$ cat config.mk
export PLATFORM = sky130hd
export DESIGN_NAME = adcSerialPort
export DESIGN_NICKNAME = d
export VERILOG_FILES = /design/src/rtl/adcPortPkg.sv /design/src/rtl/adcPortCtrl.sv /design/src/rtl/adcPortDatapath.sv /design/src/rtl/adcSerialPort.sv
export SDC_FILE = /design/constraint.sdc
export NUM_CORES = 1
export LEC_CHECK = 0
export BUFFER_PORTS_ARGS = -buffer_cell sky130_fd_sc_hd__buf_2
export CAP_MARGIN = 20
export CORE_ASPECT_RATIO = 1.75
export CORE_UTILIZATION = 29
export DETAILED_ROUTE_END_ITERATION = 8
export PLACE_DENSITY = 0.5
export REMOVE_ABC_BUFFERS = 1
export SLEW_MARGIN = 20
export SYNTH_ARGS = -nofsm -noshare
export SYNTH_HDL_FRONTEND = slang
export SYNTH_HIERARCHICAL = 1
export SYNTH_SLANG_ARGS = --single-unit
$ cat constraint.sdc
create_clock -name clk -period 6.7 [get_ports clk]
set_input_delay 0 -clock clk [delete_from_list [all_inputs] [get_ports clk]]
set_output_delay 0 -clock clk [all_outputs]
set_load 0.02 [all_outputs]
$ cat src/rtl/adcPortPkg.sv
package adcPortPkg;

  localparam int CFG_W = 4;

  typedef enum logic [1:0] {
    ST_CONVERT = 2'd0,
    ST_IDLE    = 2'd1,
    ST_READ    = 2'd2
  } portState_e;

  typedef struct packed {
    logic converting;
    logic convEnd;
    logic startRead;
    logic reading;
    logic shiftOut;
    logic sampleIn;
  } portStrobe_s;

endpackage

$ cat src/rtl/adcPortCtrl.sv
module adcPortCtrl
  import adcPortPkg::*;
(
  input  logic        clk,
  input  logic        porN,
  input  logic        csN,
  input  logic        sck,
  input  logic        countAtLimit,
  input  logic        lastBit,
  output portStrobe_s strb,
  output logic        readActive,
  output logic        convBusy
);

  portState_e state, stateNext;
  logic sckPrev;
  logic sckRise, sckFall;

  always_ff @(posedge clk or negedge porN) begin
    if (!porN) begin
      state   <= ST_CONVERT;
      sckPrev <= 1'b0;
    end else begin
      state   <= stateNext;
      sckPrev <= sck;
    end
  end

  assign sckRise = sck & ~sckPrev;
  assign sckFall = ~sck & sckPrev;

  always_comb begin
    stateNext = state;
    strb      = '0;
    case (state)
      ST_CONVERT: begin
        strb.converting = 1'b1;
        if (countAtLimit) begin
          strb.convEnd = 1'b1;
          stateNext    = ST_IDLE;
        end
      end
      ST_IDLE: begin
        if (!csN) begin
          strb.startRead = 1'b1;
          stateNext      = ST_READ;
        end
      end
      ST_READ: begin
        strb.reading = 1'b1;
        if (csN) begin
          stateNext = ST_CONVERT;
        end else begin
          strb.shiftOut = sckFall;
          strb.sampleIn = sckRise;
          if (sckFall && lastBit) stateNext = ST_CONVERT;
        end
      end
      default: stateNext = ST_CONVERT;
    endcase
  end

  assign readActive = (state == ST_READ);
  assign convBusy   = (state == ST_CONVERT);

endmodule

$ cat src/rtl/adcPortDatapath.sv
module adcPortDatapath
  import adcPortPkg::*;
#(
  parameter int DATA_W      = 16,
  parameter int CONV_CYCLES = 40,
  parameter int SLOW_FACTOR = 2
) (
  input  logic              clk,
  input  logic              porN,
  input  portStrobe_s       strb,
  input  logic              sdi,
  input  logic [DATA_W-1:0] convData,
  output logic              sdo,
  output logic              refOn,
  output logic              countAtLimit,
  output logic              lastBit
);

  localparam int CNT_W = $clog2(SLOW_FACTOR * CONV_CYCLES + 1);
  localparam int BIT_W = $clog2(DATA_W);
  localparam int RXC_W = $clog2(CFG_W + 1);
  localparam logic [CNT_W-1:0] FAST_LAST = CNT_W'(CONV_CYCLES - 1);
  localparam logic [CNT_W-1:0] SLOW_LAST = CNT_W'(SLOW_FACTOR * CONV_CYCLES - 1);
  localparam logic [BIT_W-1:0] LAST_IDX  = BIT_W'(DATA_W - 1);
  localparam logic [RXC_W-1:0] RX_FINAL  = RXC_W'(CFG_W - 1);
  localparam logic [RXC_W-1:0] RX_FULL   = RXC_W'(CFG_W);

  logic [CNT_W-1:0]  convCount;
  logic [DATA_W-1:0] resultReg;
  logic [DATA_W-1:0] shiftReg;
  logic [BIT_W-1:0]  bitIdx;
  logic [RXC_W-1:0]  rxCount;
  logic [CFG_W-2:0]  rxBits;
  logic [CFG_W-1:0]  rxWord;
  logic              cfgSpeed;
  logic              cfgSleep;
  logic              wordValid;

  // conversion timer
  always_ff @(posedge clk or negedge porN) begin
    if (!porN)                 convCount <= '0;
    else if (!strb.converting) convCount <= '0;
    else                       convCount <= convCount + 1'b1;
  end

  assign countAtLimit = (convCount == (cfgSpeed ? SLOW_LAST : FAST_LAST));

  // result latch and output shifter
  always_ff @(posedge clk or negedge porN) begin
    if (!porN) begin
      resultReg <= '0;
      shiftReg  <= '0;
      bitIdx    <= '0;
    end else begin
      if (strb.convEnd) resultReg <= convData;
      if (strb.startRead) begin
        shiftReg <= resultReg;
        bitIdx   <= '0;
      end else if (strb.shiftOut) begin
        shiftReg <= {shiftReg[DATA_W-2:0], 1'b0};
        bitIdx   <= bitIdx + 1'b1;
      end
    end
  end

  assign lastBit = (bitIdx == LAST_IDX);
  assign sdo     = strb.reading ? shiftReg[DATA_W-1] : 1'b1;

  // setup word capture
  assign rxWord    = {rxBits, sdi};
  assign wordValid = rxWord[CFG_W-1] & ~rxWord[CFG_W-2];

  always_ff @(posedge clk or negedge porN) begin
    if (!porN) begin
      rxCount  <= '0;
      rxBits   <= '0;
      cfgSpeed <= 1'b0;
      cfgSleep <= 1'b0;
    end else if (strb.startRead) begin
      rxCount <= '0;
      rxBits  <= '0;
    end else if (strb.sampleIn && rxCount != RX_FULL) begin
      rxBits  <= rxWord[CFG_W-2:0];
      rxCount <= rxCount + 1'b1;
      if (rxCount == RX_FINAL && wordValid) begin
        cfgSpeed <= rxWord[1];
        cfgSleep <= rxWord[0];
      end
    end
  end

  // reference power: sleep is deferred to the end of a conversion
  always_ff @(posedge clk or negedge porN) begin
    if (!porN)               refOn <= 1'b1;
    else if (strb.startRead) refOn <= 1'b1;
    else if (strb.convEnd)   refOn <= ~cfgSleep;
  end

endmodule

$ cat src/rtl/adcSerialPort.sv
module adcSerialPort
  import adcPortPkg::*;
#(
  parameter int DATA_W      = 16,
  parameter int CONV_CYCLES = 40,
  parameter int SLOW_FACTOR = 2
) (
  input  logic              clk,
  input  logic              porN,
  input  logic              csN,
  input  logic              sck,
  input  logic              sdi,
  input  logic [DATA_W-1:0] convData,
  output logic              sdo,
  output logic              sdoEn,
  output logic              refOn,
  output logic              convBusy,
  output logic              convDone
);

  portStrobe_s strb;
  logic countAtLimit;
  logic lastBit;
  logic readActive;

  adcPortCtrl u_ctrl (
    .clk          (clk),
    .porN         (porN),
    .csN          (csN),
    .sck          (sck),
    .countAtLimit (countAtLimit),
    .lastBit      (lastBit),
    .strb         (strb),
    .readActive   (readActive),
    .convBusy     (convBusy)
  );

  adcPortDatapath #(
    .DATA_W      (DATA_W),
    .CONV_CYCLES (CONV_CYCLES),
    .SLOW_FACTOR (SLOW_FACTOR)
  ) u_dp (
    .clk          (clk),
    .porN         (porN),
    .strb         (strb),
    .sdi          (sdi),
    .convData     (convData),
    .sdo          (sdo),
    .refOn        (refOn),
    .countAtLimit (countAtLimit),
    .lastBit      (lastBit)
  );

  assign convDone = strb.convEnd;
  assign sdoEn    = ~csN;

endmodule

==> reports/results.tsv <==
metric	value	unit
status	finished clean	
fin_setup_tns	0	ns
clock_latency	0.29	ns
cp_top_family	simple AND/OR/NAND/NOR gates	
finalMaxSlewViolations	0	
period_needed	2.58	ns
syn2layout_area_growth	24.7	%
hold_class	input pin to asynchronous set/reset pin	
cp_num_cells	4	
startpoint	u_dp/convCount[3]$_DFF_PN0_	
routed_wl	4.33	mm
io_pins	26	
fin_crit_sh	38.4	%
synth-seq-cells	55	
synthTopCellsByArea	dfrtp_1, mux2i_1, mux2_2	
layout_common_cells	dfrtp_1, buf_2, mux2i_1	
dp.final_hpwl	2.82	mm
cts.clk_slew.worst_paths	0.07	ns
vdd_drop_max	0.000152	V
yosysUniqueCellTypes	32	
syn_area_per_cell	11.8	sq um
port_buffers	25	
cts.sinks	55	
worst-r2r-cell-count	4	
dieHeight	124	um
initial_core_util	29.7	%
vias_per_cell	4.59	
seq_area_frac_synth	56.1	%
pwr_density_cell	322	nW/um^2
fmax	388	MHz
power	986	uW
antenna_left	0	
slowest_delay	0.72	ns
drtIter0Drc	50	
clock_skew	0.00581	ns
grt_pass1_wl	7.47	mm
drv_cap	0	
grt_pass1_vias	1641	
reg2reg_from	u_dp/convCount[3]$_DFF_PN0_	
wl_per_cell	12.6	um
arrival	2.58	ns
cts_buffers	5	
clock_path_buffers	2	
rows	44	
finish.utilization	37.0	%
grt_max_degree	56	
ctsResizeCount	0	
track_usage	11.0	%
leakage	0.00136	uW
start_kind	register	
drt_first_pass_iters	4	
fin_hold_ws	0.368	ns
cp-end-kind	output pin	
synthesis.area	2450	sq um
gp_congestion	0.705	
final_common_cell	dfrtp_1	
synth_top_area_share	55.1	%
tritoncts	yes	
vias	1585	
worstMarginPinSlew	0.854	ns
path_cells	or4b_1, a211oi_2, and2_1, buf_2	
hold_viol_final	0	
crit_path_end	convDone	
diodes	0	
multi_input_area	1010	sq um
cp_num_buf_inv	1	
setup_violations	0	
core_region_area	8260	sq um
yosys.area.top_type	dfrtp_1	
nNetsFinal	278	
syn_inst	208	
critPathKind	register to output pin	
regToRegSetupSlack	4.19	ns
drc	0	
regArea	1380	sq um
fp.dieW	71.5	um
ctsHtreeMaxLevel	2	
worstPathMaxFanout	19	
overflow	0	
regToRegEndpoint	u_dp/resultReg[12]$_DFFE_PN0P_	
dieArea	8850	sq um
max_slew_margin	43.1	%
rsz0062_at_grt	no	
antenna_found_initial	0	
cp_slowest_cell	and2_1	
cts_root_buf	clkbuf_16	
yosys_warnings	6	
required	6.70	ns
fillerInstances	828	
drive_gt1_share	24.1	%
## power breakdown
group / leakage, uW / internal (uW) / total (uW) / switching, uW
clock: 0.0000911 / 214 / 329 / 115
combinational: 0.000523 / 103 / 178 / 74.9
sequential: 0.000741 / 420 / 479 / 59.0
## kinds of logic (layout without fill, tap and decap cells)
kind of cell,Yosys count,in the layout,share of synthesized area [%]
AND/OR/NAND/NOR,58,58,12.0
flip-flops,55,55,56.1
multiplexers,39,39,16.8
AO/OA/AOI/OAI,26,26,6.48
buffers and inverters,17,62,3.11
XOR/XNOR,8,8,2.86
adder cells (fa/ha/maj),5,5,2.55
## timing repair
action                    in CTS  in global routing
hold endpoints to repair      74                  0
hold buffers                  20                  0
buffers inserted               0                  0
## cells in the mapped netlist
cell and number:
nand3_1 3, a21oi_1 1, mux2i_1 21, inv_1 6, a21boi_0 2, or4b_1 1, nor3b_1 1, mux2_2 18
a211oi_2 1, ha_1 5, buf_4 2, and3_1 1, xor2_1 3, and4bb_2 1, nand4b_1 1, dfstp_2 1
xnor2_1 5, a21boi_2 1, o21ai_0 20, or3_1 2, dfrtp_1 54, nand2_1 20, buf_2 4, nor4b_1 1
nor2b_1 2, nand4_1 1, nand2b_1 6, a311oi_2 1, and2_1 5, nor2_1 12, nand2_2 1, clkbuf_1 5
## sequential cells by signal, indices dropped and copies added (netlist names), 2 cells and up
signal	cells
u_dp/rxBits	3
u_dp/convCount	7
u_dp/shiftReg	16
u_dp/resultReg	16
u_dp/rxCount	3
u_dp/bitIdx	4
u_ctrl/state	2
## worst register-to-register path, cell delays in order (launching register included)
cell and delay [ns]:
dfrtp_1 0.43, or4b_1 0.56, a211oi_2 0.26, and2_1 0.72, mux2_2 0.42
## worst min path at each step
stage               from                          end  slack (ns)  cells after the start
CTS                  sck     u_ctrl/sckPrev$_DFF_PN0_        0.37                      2
floorplan           porN     u_ctrl/sckPrev$_DFF_PN0_       -0.30                      0
global placement     sck     u_ctrl/sckPrev$_DFF_PN0_        0.14                      1
finish              porN  u_dp/rxCount[1]$_DFFE_PN0P_        0.37                      3
global route         sck     u_ctrl/sckPrev$_DFF_PN0_        0.38                      2
detailed placement   sck     u_ctrl/sckPrev$_DFF_PN0_        0.14                      1
## routing by layer
layer	track usage, %	wire length (um)	up-vias
met5	0	0	-
met1	12.0	1840	762
met3	2.27	100	4
met2	19.9	2340	26
met4	5.88	47	0
li1	-	-	793
## area by class of cell
cell class | count | share of cell area [%]
Sequential cell | 55 | 45.0
Clock buffer | 6 | 4.21
Multi-Input combinational cell | 136 | 32.9
Timing Repair Buffer | 48 | 11.4
Clock inverter | 2 | 1.96
Tap cell | 92 | 3.76
Inverter | 6 | 0.736
## through the flow
step                cell area [sq um]  cells  setup WS (ns)
floorplan                        2400    197           3.45
global placement                 2670    317           4.16
detailed placement               2670    317           4.12
CTS                              3060    345           4.01
global route                     3060    345           3.94
finish                           3060    345           4.12
Note: power is estimated with default switching activity, not from simulation.
